`src/rtl/smbus_host_regs.sv`:
```
module smbus_host_regs #(
  parameter int BUF_DEPTH = 32
) (
  input  logic        clk,
  input  logic        rst_n,
  input  logic        reg_wr,
  input  logic        reg_rd,
  input  logic [2:0]  reg_addr,
  input  logic [7:0]  reg_wdata,
  output logic [7:0]  reg_rdata,
  output logic        req_valid,
  input  logic        req_ready,
  output logic [2:0]  req_proto,
  output logic        req_read,
  output logic [6:0]  req_target,
  output logic [7:0]  req_cmd,
  output logic [15:0] req_data,
  output logic [5:0]  req_count,
  input  logic        rsp_valid,
  input  logic [15:0] rsp_data,
  input  logic [4:0]  eng_buf_addr,
  input  logic        eng_buf_we,
  input  logic [7:0]  eng_buf_wdata,
  output logic [7:0]  eng_buf_rdata
);
  localparam int IDX_W = $clog2(BUF_DEPTH);
  localparam logic [2:0] A_STS = 3'd0, A_CTL = 3'd2, A_CMD = 3'd3, A_ADR = 3'd4,
                         A_D0 = 3'd5, A_D1 = 3'd6, A_BLK = 3'd7;
  localparam logic [2:0] P_QUICK = 3'd0, P_BYTE = 3'd1, P_BDATA = 3'd2,
                         P_WORD = 3'd3, P_BLOCK = 3'd5;

  logic [4:0]       ctl;
  logic [7:0]       cmd, adr, d0, d1;
  logic             st_busy, st_done, st_fail;
  logic [IDX_W-1:0] idx;
  logic [7:0]       buf_mem [BUF_DEPTH];

  wire blk_acc   = (reg_wr || reg_rd) && reg_addr == A_BLK;
  wire start_wr  = reg_wr && reg_addr == A_CTL && reg_wdata[6];
  wire [2:0] new_proto = reg_wdata[4:2];
  wire proto_ok  = new_proto inside {P_QUICK, P_BYTE, P_BDATA, P_WORD, P_BLOCK};
  wire rsp_take  = rsp_valid && st_busy && !req_valid;

  assign eng_buf_rdata = buf_mem[eng_buf_addr[IDX_W-1:0]];

  always_comb begin
    case (reg_addr)
      A_STS:   reg_rdata = {5'd0, st_fail, st_done, st_busy};
      A_CTL:   reg_rdata = {3'd0, ctl};
      A_CMD:   reg_rdata = cmd;
      A_ADR:   reg_rdata = adr;
      A_D0:    reg_rdata = d0;
      A_D1:    reg_rdata = d1;
      A_BLK:   reg_rdata = buf_mem[idx];
      default: reg_rdata = 8'd0;
    endcase
  end

  always_ff @(posedge clk) begin
    if (eng_buf_we) buf_mem[eng_buf_addr[IDX_W-1:0]] <= eng_buf_wdata;
    if (reg_wr && reg_addr == A_BLK) buf_mem[idx] <= reg_wdata;
  end

  always_ff @(posedge clk or negedge rst_n) begin
    if (!rst_n) begin
      ctl <= '0; cmd <= '0; adr <= '0; d0 <= '0; d1 <= '0; idx <= '0;
      st_busy <= 1'b0; st_done <= 1'b0; st_fail <= 1'b0;
      req_valid <= 1'b0; req_proto <= '0; req_read <= 1'b0; req_target <= '0;
      req_cmd <= '0; req_data <= '0; req_count <= '0;
    end else begin
      if (blk_acc) idx <= idx + 1'b1;
      else if (reg_rd && reg_addr == A_CTL) idx <= '0;
      if (reg_wr) begin
        case (reg_addr)
          A_STS: begin
            if (reg_wdata[0]) st_busy <= 1'b0;
            if (reg_wdata[1]) st_done <= 1'b0;
            if (reg_wdata[2]) st_fail <= 1'b0;
          end
          A_CTL:   ctl <= reg_wdata[4:0];
          A_CMD:   cmd <= reg_wdata;
          A_ADR:   adr <= reg_wdata;
          A_D0:    d0  <= reg_wdata;
          A_D1:    d1  <= reg_wdata;
          default: ;
        endcase
      end
      if (req_valid && req_ready) req_valid <= 1'b0;
      if (start_wr && !st_busy) begin
        if (proto_ok) begin
          st_busy    <= 1'b1;
          req_valid  <= 1'b1;
          req_proto  <= new_proto;
          req_read   <= adr[0];
          req_target <= adr[7:1];
          req_cmd    <= cmd;
          req_data   <= {d1, d0};
          req_count  <= d0[5:0];
        end else begin
          st_fail <= 1'b1;
        end
      end
      if (rsp_take) begin
        st_busy <= 1'b0;
        st_done <= 1'b1;
        if (req_read) begin
          case (req_proto)
            P_BYTE, P_BDATA, P_BLOCK: d0 <= rsp_data[7:0];
            P_WORD: begin d0 <= rsp_data[7:0]; d1 <= rsp_data[15:8]; end
            default: ;
          endcase
        end
      end
    end
  end

  p_req_hold_r5: assert property (@(posedge clk) disable iff (!rst_n)
    req_valid && !req_ready |=> req_valid && $stable(req_target) && $stable(req_proto)
      && $stable(req_cmd) && $stable(req_data) && $stable(req_read));

  p_bad_proto_r4: assert property (@(posedge clk) disable iff (!rst_n)
    start_wr && !st_busy && !proto_ok |=> st_fail);

  p_rsp_done_r6: assert property (@(posedge clk) disable iff (!rst_n)
    rsp_take |=> st_done);

  p_idx_step_r10: assert property (@(posedge clk) disable iff (!rst_n)
    blk_acc |=> idx == $past(idx) + 1'b1);

  p_ctl_rd_idx_r2: assert property (@(posedge clk) disable iff (!rst_n)
    reg_rd && reg_addr == A_CTL |=> idx == '0);

  p_busy_ignore_r11: assert property (@(posedge clk) disable iff (!rst_n)
    start_wr && st_busy |=> $stable(req_target) && $stable(req_proto) && $stable(req_cmd));
endmodule

```
`config.mk`:
```
export PLATFORM = sky130hd
export DESIGN_NAME = smbus_host_regs
export DESIGN_NICKNAME = d
export VERILOG_FILES = /design/src/rtl/smbus_host_regs.sv
export SDC_FILE = /design/constraint.sdc
export NUM_CORES = 1
export LEC_CHECK = 0
export ABC_AREA = 1
export BUFFER_PORTS_ARGS = -buffer_cell sky130_fd_sc_hd__clkbuf_2
export CAP_MARGIN = 20
export CELL_PAD_IN_SITES_DETAIL_PLACEMENT = 0
export CELL_PAD_IN_SITES_GLOBAL_PLACEMENT = 1
export CORE_AREA = 10 10 296 298
export DETAILED_ROUTE_END_ITERATION = 12
export DIE_AREA = 0 0 306 308
export HOLD_SLACK_MARGIN = 0.02
export PLACE_DENSITY = 0.46
export SETUP_SLACK_MARGIN = 0.05
export SYNTH_ARGS = -nofsm -noshare
export SYNTH_HDL_FRONTEND = slang
export SYNTH_SLANG_ARGS = --single-unit
```
`constraint.sdc`:
```
create_clock -name clk -period 7.2 [get_ports clk]
set_input_delay 1.44 -clock clk [delete_from_list [all_inputs] [get_ports clk]]
set_output_delay 1.44 -clock clk [all_outputs]
set_load 0.03 [all_outputs]
```
==> summary.md, run 1 <==
| Metric | Value |
|---|---|
| Slew @ Worst Pin | about 1.1 ns |
| Initial core utilization | 24.7% |
| Hold Vio Cnt, Final | 0 |
| Grt total ovfl | 0 |
| Final Power | roughly 6 mW |
| End of the worst register-to-register path | buf_mem[26][2] |
| #FFs+latches synth | approximately 340 |
| GPL Wtd Cong | approximately 0.86 |
| CTS max path bufs | 3 |
| Setup slack, reg-to-reg | between 3 and 4 ns |
| Routed Antenna Nets | 0 |
| Mapped Area | between 20000 and 25000 sq um |
| Core region area | just over 80000 sq um |
| Mapped Nets | about 2700 |
| Power Density | approximately 270 nW/um^2 |
| Root buf cell | clkbuf_16 |
| Syn avg cell area | ~7.7 sq um |
| Setup tns final | 0 ns |
| Clock tree sinks | 337 |
| Hold EP | req_target[2] |
| Kind of critical path | in2out |
| Vias in the first global route | around 17000 |
| Layout cells sized above 1 | between 10% and 20% |
| DRT iter0 DRCs | ~1900 |
| Hold_buf cts | 0 |
| FP Rows | approximately 110 |
| All-layer global routing usage | 19.1% |
| Wire length per cell | around 24 um |
| Clock skew | 0.0391 ns |
| Fin crit period | about 5.4 ns |
| Initial antenna violation count | 3 |
| Clk Latency, worst-skew pair | 0.59 ns |
| Total length of routed wires | slightly above 90000 um |
| Unrepaired setup endpoints after global routing | false |
| Die ar. | 94200 sq um |
| Crit-path max FO | 28 |
| Most common cell after layout, fill and taps aside | nand2_1 |
| Critical path required time | 5.76 ns |
| Distinct cells, synth | 33 |
| Status | completed |
| Synthesized instance count | 2615 |
| CTS clk-pin slew, worst paths | approximately 0.06 ns |
| Placed cell areas | roughly 22000 sq um |
| Max-slew violation count | 0 |
| Cts repair resizes | 0 |
| Worst reg-to-reg path cell count | 7 |
| Place WS | approximately 1.8 ns |
| Synth area leaders | edfxtp_1, nand2_1, dfrtp_1 |
| Setup bufs post-CTS | 0 |
| Detail Placement HPWL | 61300 um |
| Hold wc startpoint | req_target[2] |
| Post-synthesis sequential area ratio | 48.1% |
| Max_cap viols | 0 |
| I/O Buffers | roughly 100 |
| Setup ws final | about 1.8 ns |
| Chip width | approximately 310 um |
| Die Ht | slightly above 300 um |
| Fill count | between 8000 and 9000 |
| Worst IR drop on VDD | between 0.15 and 0.2 mV |
| NumNets Final | 2703 |
| Largest net degree at the start of global routing | 82 |
| Finished Cell Area | 23200 sq um |
| Via count | 17928 |
| Num CTS Buffers | 45 |
| Max-Slew Margin vs Limit | 28.8% |
| Commonest cells after routing, fill and taps aside | nand2_1, inv_1, edfxtp_1 |
| Max frequency | 185 MHz |
| Final setup violation count | 0 |
| Pre-antenna DRT Iters | 6 |
| H-tree levels | 2 |
| Critical Path Start Type | input pin |
| Crit end category | output port |
| Remaining DRCs | 0 |
| Final Cycle Share | 74.9% |
| Warnings from Yosys | 0 |
| Min-delay worst type | reg2reg |
| Lkg Pwr | 11.2 nW |
| Drt via density | roughly 4.8 |
| Post-synth top area share | 38.1% |
| First-pass GRT wire length | around 130000 um |
| CTS tree | done |
| Final Util | 28.4% |
| Hold path cells | 2 |
| Area growth syn-to-layout | 14.8% |
| Worst R2R Start | idx[0] |
| Synth area leader | edfxtp_1 |
| Top Ports | about 110 |
| Critical path arrival | 3.95 ns |
## cells in the mapped netlist
master and number:
nand2_1 977, inv_1 321, edfxtp_1 256, o21ai_0 224
a22oi_1 129, nand3_1 129, o21ai_1 119, clkbuf_1 102
dfrtp_1 81, nor2_1 61, buf_1 38, buf_6 30
o21ai_2 28, nand2_4 24, nor3_1 19, o22ai_1 15
a21oi_1 10, buf_2 9, nand2_2 7, buf_4 6
o211ai_1 6, ha_1 4, nor2_8 4, inv_2 3
nand4_1 3, a31oi_1 2, o32ai_1 2, clkbuf_2 1
clkinv_1 1, inv_4 1, nor2_4 1, nor3_4 1
xor2_1 1
## per-stage QoR
stage | hold WS, ns | instances
floorplan | 0.453 | 2615
global placement | 0.466 | 3652
detailed placement | 0.474 | 3659
CTS | 0.487 | 3739
global route | 0.505 | 3755
finish | 0.482 | 3757
## where the power goes
part           switching (mW)  internal (mW)
Clock                   0.931           1.32
Combinational            1.20          0.401
Sequential             0.0949           2.22
Total                    2.23           3.93
## worst max-delay path, stage by stage
cell      delay [ns]
clkbuf_2        0.16
inv_1           0.09
nor2_4          0.71
buf_4           0.47
buf_4           0.29
a22oi_1         0.09
nand2_1         0.10
nand2_1         0.06
nand2_1         0.07
nor2_1          0.04
nand2_1         0.17
clkbuf_2        0.25
## final cells by class
cell class                 count  area, sq um  share of cell area, %
inverter                     326         1230                   5.30
clock buffer                  58         1240                   5.34
timing repair buffer         176         1080                   4.65
tap                         1070         1340                   5.78
antenna                        2         5.00                 0.0216
sequential                   337         9720                   42.0
clock inverter                22          209                  0.902
multi-input combinational   1766         8350                   36.1
## sequential cells by signal (all words and copies together), names as in the netlist
name	count
req_target	7
cmd	8
adr	8
req_valid	1
req_proto	3
buf_mem	256
st_busy	1
req_data	16
req_read	1
d0	8
st_fail	1
st_done	1
req_cmd	8
d1	8
ctl	5
idx	5
## worst max path at each step
stage,startpoint,to,cells past startpoint
2_1_floorplan,eng_buf_addr[0],eng_buf_rdata[7],9
3_3_place_gp,eng_buf_addr[0],eng_buf_rdata[1],12
3_5_place_dp,eng_buf_addr[0],eng_buf_rdata[5],12
4_1_cts,eng_buf_addr[0],eng_buf_rdata[5],12
5_1_grt,eng_buf_addr[0],eng_buf_rdata[5],12
6_report,eng_buf_addr[0],eng_buf_rdata[7],12
## cells by family after synthesis
| kind of cell | synth area share (%) |
|---|---|
| adder cells (fa/ha/maj) | 0.248 |
| buffers and inverters | 10.8 |
| flip-flops | 48.1 |
| AO/OA/AOI/OAI | 15.6 |
| AND/OR/NAND/NOR | 25.2 |
| XOR/XNOR | 0.0434 |
## routing by layer
metal | share of wire, % | wire (um) | vias up | track usage [%]
met5 | 0.014 | 13 | - | 0
met4 | 1.9 | 1720 | 2 | 4.17
met3 | 6.3 | 5760 | 89 | 2.97
met2 | 44 | 40500 | 582 | 29.6
met1 | 48 | 43900 | 8636 | 27.5
li1 | - | - | 8619 | -
Power figures use the tool's default switching activity.
==> inputs of run 2 (changes only) <==
clock period = 5.4 ns   (was 7.2 ns; I/O delays follow)
==> summary.md, run 2 (synthesized netlist as in run 1, its figures left out) <==
| Metric | Value |
|---|---|
| Status | completed (unchanged) |
| First-pass GRT wire length | 134000 um (was 131000 um) |
| Max frequency | approximately 230 MHz |
| Critical Path Start Type | flop (was input pin) |
| FP Rows | 105 (unchanged) |
| Crit-path max FO | 27 (was 28) |
| Largest regs | buf_mem x256, req_data x16 (unchanged) |
| CTS clk-pin slew, worst paths | 0.06 ns (about the same) |
| Global route hottest layer | met2 (unchanged) |
| Slew @ Worst Pin | 1.00 ns (was 1.06 ns) |
| Cell mode on critical path | nand2_1 (unchanged) |
| Multi-input gate area | 8340 sq um (was 8350 sq um) |
| Reg with most FFs | buf_mem (unchanged) |
| Kind of critical path | reg2out (was in2out) |
| M3 GR Usage | 2.93% (was 2.97%) |
| Initial antenna violation count | 4 (was 3) |
| Grt total ovfl | 0 (unchanged) |
| Ant. Diodes | 0 (was 2) |
| Hold_buf cts | 0 (unchanged) |
| Most common cell after layout, fill and taps aside | nand2_1 (unchanged) |
| Setup tns final | 0 ns (unchanged) |
| NumNets Final | 2718 (was 2703) |
| Layout cells sized above 1 | 12.5% (was 12.2%) |
| Via count | 18197 (was 17928) |
| Place WS | 1.31 ns (was 1.83 ns) |
| Lkg Pwr | 11.3 nW (was 11.2 nW) |
| CTS max path bufs | 3 (unchanged) |
| DRT iter0 DRCs | 1716 (was 1871) |
| Chip width | 306 um (unchanged) |
| Die Ht | 308 um (unchanged) |
| Met1 usage | 26.9% (was 27.5%) |
| Wire length per cell | 25.0 um (was 24.4 um) |
| Drt via density | 4.82 (was 4.77) |
| Setup bufs post-CTS | 0 (unchanged) |
| Detail Placement HPWL | 62900 um (was 61300 um) |
| Clock skew | 0.0529 ns (was 0.0391 ns) |
| Max-slew violation count | 0 (unchanged) |
| Routed Antenna Nets | 0 (unchanged) |
| Clk Latency, worst-skew pair | 0.60 ns (was 0.59 ns) |
| Cts repair resizes | 0 (unchanged) |
| Max-Slew Margin vs Limit | 33.0% (was 28.8%) |
| Clock tree sinks | 337 (unchanged) |
| Fin crit period | 4.27 ns |
| Num CTS Buffers | 44 (was 45) |
| Worst path max stage delay | 0.50 ns (was 0.71 ns) |
| Remaining DRCs | 0 (unchanged) |
| Power Density | 353 nW/um^2 (was 266 nW/um^2) |
| Min-delay worst type | in2async (was reg2reg) |
| Top Ports | 105 (unchanged) |
| Total length of routed wires | 94400 um (was 91800 um) |
| Largest net degree at the start of global routing | 134 (was 82) |
| Worst path slowest cell | dfrtp_4 (was nor2_4) |
| Critical path required time | 4.32 ns (was 5.76 ns) |
| Register area | 9720 sq um (unchanged) |
| Unrepaired setup endpoints after global routing | false (unchanged) |
| GRT met2 Usage | 31.3% (was 29.6%) |
| Max_cap viols | 0 (unchanged) |
| GPL Wtd Cong | 0.858 (was 0.862) |
| Root buf cell | clkbuf_16 (unchanged) |
| Worst reg-to-reg path cell count | 9 (was 7) |
| Final Cycle Share | about four fifths |
| Vias in the first global route | 17780 (was 17349) |
| Critical path arrival | 3.19 ns (was 3.95 ns) |
| Pre-antenna DRT Iters | 6 (unchanged) |
| I/O Buffers | 104 (unchanged) |
| CTS tree | done (unchanged) |
| All-layer global routing usage | 19.5% (was 19.1%) |
| Die ar. | 94200 sq um (unchanged) |
| Crit path cell chain | inv_4 -> buf_4 -> buf_4 -> nand2_1 -> nand3_1 -> nand2_1 -> nand2_1 -> nand2_1 -> nor2_1 -> nand2_1 -> nand2_1 -> nand2_1 -> clkbuf_2 (was clkbuf_2 -> inv_1 -> nor2_4 -> buf_4 -> buf_4 -> a22oi_1 -> nand2_1 -> nand2_1 -> nand2_1 -> nor2_1 -> nand2_1 -> clkbuf_2) |
| H-tree levels | 2 (unchanged) |
| Setup ws final | 1.13 ns (was 1.81 ns) |
| Number of flip-flops in the largest register | 256 (unchanged) |
| Area growth syn-to-layout | 15.6% (was 14.8%) |
| Worst IR drop on VDD | 0.217 mV (was 0.177 mV) |
| Final setup violation count | 0 (unchanged) |
| Commonest cells after routing, fill and taps aside | nand2_1, inv_1, edfxtp_1 (unchanged) |
| Fill count | 8772 (was 8723) |
| Core region area | 81600 sq um (unchanged) |
| Hold Vio Cnt, Final | 0 (unchanged) |
| Initial core utilization | 24.7% (unchanged) |
| Crit end category | output port (unchanged) |
[run 2: cell types whose count changed in the layout (fill, tap and decap cells not counted), moves of 2 or more]
| cell | delta |
|---|---|
| clkbuf_4 | -3 |
| clkbuf_8 | -2 |
| diode_2 | -2 |
| buf_2 | -11 |
| clkbuf_2 | -2 |
| buf_12 | +5 |
| buf_4 | +27 |
| clkinvlp_4 | -2 |
| clkbuf_1 | +6 |
| o21ai_0 | -2 |
| o21ai_1 | +2 |
[run 2: final timing paths]
| kind | end | slack (ns) | from |
|---|---|---|---|
| worst max-delay path | reg_rdata[7] | 1.13 | idx[0] |
| min in group clk | req_data[10] | 0.48 | req_data[10] |
| worst min register to register | req_data[10] | 0.48 | req_data[10] |
| max in group asynchronous | req_data[9] | 3.92 | rst_n |
| worst max register to register | buf_mem[20][1] | 1.91 | idx[0] |
| worst min-delay path | cmd[3] | 0.33 | rst_n |
[run 2: through the flow]
step                      hold WS [ns]  std cells  cell area, sq um  power [mW]  util [%]
after CTS                        0.306       3770             23300        8.34      28.6
after detailed placement         0.473       3689             21900        5.35      26.8
after global placement           0.467       3689             21900        5.35      26.8
after global routing             0.331       3772             23300        8.60      28.6
final                            0.332       3772             23300        8.24      28.6
after floorplan                  0.453       2615             20200        4.37         -
[run 2: area by class of cell]
| type | count | share of cell area [%] |
|---|---|---|
| Multi-Input combinational cell | 1766 | 35.8 |
| Clock buffer | 62 | 5.28 |
| Tap cell | 1070 | 5.74 |
| Sequential cell | 337 | 41.7 |
| Clock inverter | 19 | 0.821 |
| Inverter | 326 | 5.27 |
| Timing Repair Buffer | 192 | 5.47 |
[run 2: where the power goes]
group | total [mW] | switching (mW) | internal [mW]
clock | 2.96 | 1.26 | 1.70
sequential | 3.07 | 0.113 | 2.95
combinational | 2.21 | 1.66 | 0.549
[run 2: routing by layer]
layer	wire (um)	share of wire, %
met5	19	0.020
met3	5610	5.9
met1	43400	46
met4	2680	2.8
met2	42700	45
[run 2: critical path, delay by kind of cell (launching register included)]
family	cells	cell delay (ns)
simple gates	9	0.83
flops	1	0.50
buf+inv	4	1.22
==> inputs of run 3 (changes only) <==
clock period = 4.38 ns   (was 5.4 ns; I/O delays follow)
==> summary.md, run 3 (synthesized netlist as in run 1, its figures left out) <==
| Metric | Value |
|---|---|
| CTS max path bufs | 3 (unchanged) |
| NumNets Final | 2721 (was 2718) |
| DRT iter0 DRCs | 1631 (was 1716) |
| Slew @ Worst Pin | 1.06 ns (was 1.00 ns) |
| Num CTS Buffers | 45 (was 44) |
| Final setup violation count | 0 (unchanged) |
| Max frequency | roughly 250 MHz |
| Top Ports | 105 (unchanged) |
| Setup slack, reg-to-reg | 1.35 ns (was 1.91 ns) |
| Worst path slowest cell | buf_12 (was dfrtp_4) |
| Worst IR drop on VDD | 0.261 mV (was 0.217 mV) |
| Fin crit period | 4.05 ns |
| Final Cycle Share | between 90 and 100% |
| Critical path required time | 3.50 ns (was 4.32 ns) |
| GPL Wtd Cong | 0.858 (unchanged) |
| All-layer global routing usage | 19.1% (was 19.5%) |
| Pre-antenna DRT Iters | 6 (unchanged) |
| Final Util | 28.6% (about the same) |
| Largest net degree at the start of global routing | 134 (unchanged) |
| CTS tree | done (unchanged) |
| Unrepaired setup endpoints after global routing | false (unchanged) |
| FP Rows | 105 (unchanged) |
| Sw power | 3.69 mW (was 3.04 mW) |
| Lkg Pwr | 11.3 nW (about the same) |
| Initial antenna violation count | 6 (was 4) |
| WP buf/inv | 2 (was 4) |
| Hold_buf cts | 0 (unchanged) |
| Number of flip-flops in the largest register | 256 (unchanged) |
| Commonest cells after routing, fill and taps aside | nand2_1, inv_1, edfxtp_1 (unchanged) |
| Clk Latency, worst-skew pair | 0.59 ns (was 0.60 ns) |
| Routed Antenna Nets | 0 (unchanged) |
| Clock tree sinks | 337 (unchanged) |
| Sequential share of power | 37.0% (was 37.2%) |
| Sw frac | 35.9% (was 36.8%) |
| I/O Buffers | 104 (unchanged) |
| Power Density | 439 nW/um^2 (was 353 nW/um^2) |
| Core region area | 81600 sq um (unchanged) |
| Hold Vio Cnt, Final | 0 (unchanged) |
| Kind of critical path | reg2out (unchanged) |
| Clock network fraction of total power | 36.8% (was 35.9%) |
| Critical path arrival | 3.18 ns (was 3.19 ns) |
| Critical path's top delay family | simple AND/OR/NAND/NOR gates (was buffers and inverters) |
| Hold slack | 0.371 ns (was 0.332 ns) |
| Gate power share | 26.2% (was 26.8%) |
| First-pass GRT wire length | 130000 um (was 134000 um) |
| Worst R2R Start | idx[1] (was idx[0]) |
| End of the worst register-to-register path | buf_mem[8][6] (was buf_mem[20][1]) |
| Remaining DRCs | 0 (unchanged) |
| Worst path max stage delay | 0.51 ns (was 0.50 ns) |
| Die ar. | 94200 sq um (unchanged) |
| Reg with most FFs | buf_mem (unchanged) |
| Max_cap viols | 0 (unchanged) |
| Critical Path Start Type | flop (unchanged) |
| Final Power | 10.3 mW (was 8.24 mW) |
| Die Ht | 308 um (unchanged) |
| Crit path cell chain | buf_12 -> nand2_1 -> nand3_1 -> nand2_1 -> nand2_1 -> nand2_1 -> nor2_1 -> nand2_1 -> nand2_1 -> nand2_1 -> clkbuf_2 (was inv_4 -> buf_4 -> buf_4 -> nand2_1 -> nand3_1 -> nand2_1 -> nand2_1 -> nand2_1 -> nor2_1 -> nand2_1 -> nand2_1 -> nand2_1 -> clkbuf_2) |
| Clock skew | 0.0118 ns (was 0.0529 ns) |
| Setup bufs post-CTS | 0 (unchanged) |
| H-tree levels | 2 (unchanged) |
| Setup ws final | 0.328 ns (was 1.13 ns) |
| Largest regs | buf_mem x256, req_data x16 (unchanged) |
| Chip width | 306 um (unchanged) |
| Cts repair resizes | 0 (unchanged) |
| Crit-path max FO | 133 (was 27) |
| Cell Int Power | 6.57 mW (was 5.20 mW) |
| CTS clk-pin slew, worst paths | 0.06 ns (about the same) |
| Most common cell after layout, fill and taps aside | nand2_1 (unchanged) |
| Cell mode on critical path | nand2_1 (unchanged) |
| Drt via density | 4.78 (was 4.82) |
| Grt total ovfl | 0 (unchanged) |
| Area growth syn-to-layout | 15.8% (was 15.6%) |
| Setup tns final | 0 ns (unchanged) |
| Max-slew violation count | 0 (unchanged) |
| Status | completed (unchanged) |
| Crit end category | output port (unchanged) |
| Place WS | 0.661 ns (was 1.31 ns) |
| Max-Slew Margin vs Limit | 28.4% (was 33.0%) |
| Vias in the first global route | 17286 (was 17780) |
| Initial core utilization | 24.7% (unchanged) |
| Min-delay worst type | in2async (unchanged) |
| Via count | 18068 (was 18197) |
| Worst reg-to-reg path cell count | 7 (was 9) |
| Total length of routed wires | 92600 um (was 94400 um) |
| Detail Placement HPWL | 61800 um (was 62900 um) |
| Wire length per cell | 24.5 um (was 25.0 um) |
| Layout cells sized above 1 | 12.7% (was 12.5%) |
| Root buf cell | clkbuf_16 (unchanged) |
run 3: changes by cell type in the layout (fill, tap and decap cells not counted), sizes merged:
cell | previous run | this run
clkbuf | 165 | 163
bufinv | 2 | 5
inv | 324 | 325
buf | 89 | 90
diode | 0 | 2
run 3: worst max path at each step:
| stage | from | cells after the start | endpoint |
|---|---|---|---|
| after floorplan | eng_buf_addr[0] | 9 | eng_buf_rdata[7] |
| final | idx[0] | 11 | reg_rdata[1] |
| after global placement | eng_buf_addr[1] | 11 | eng_buf_rdata[0] |
| after CTS | idx[0] | 11 | reg_rdata[7] |
| after global routing | idx[0] | 11 | reg_rdata[1] |
| after detailed placement | eng_buf_addr[0] | 11 | eng_buf_rdata[0] |
run 3: power by group through the flow:
stage | Clock, mW | Combinational [mW] | Sequential, mW
after floorplan | 0 | 1.44 | 3.94
after global placement | 0 | 2.73 | 3.86
final | 3.78 | 2.69 | 3.80
after CTS | 3.87 | 2.73 | 3.80
after detailed placement | 0 | 2.72 | 3.86
after global routing | 3.98 | 2.94 | 3.82
run 3: cell type report:
class                   instances  area [sq um]
flip-flops and latches        337          9720
inverters                     326          1230
diodes                          2          5.00
clock inverters                23           251
fillers                      8812         58200
repair buffers                194          1280
multi-input cells            1766          8340
well taps                    1070          1340
clock buffers                  59          1210
run 3: routing by layer:
metal / part of all wire [%] / GRT usage (%)
met1: 47 / 26.8
met2: 44 / 29.5
met4: 3.2 / 6.31
met3: 6.1 / 3.14
met5: 0.065 / 0
run 3: worst reg2reg max path, stage by stage, from the launching register on:
cell and delay [ns]:
dfrtp_2 0.59, inv_2 0.32, buf_12 0.27, ha_1 0.22
inv_1 0.08, nor2_8 0.44, nand2_4 0.26, o21ai_0 0.47
run 3: per-stage QoR:
stage | std cells | instance area [sq um]
finish | 3777 | 23400
global route | 3775 | 23400
CTS | 3768 | 23300
detailed placement | 3686 | 21900
global placement | 3680 | 21800
floorplan | 2615 | 20200
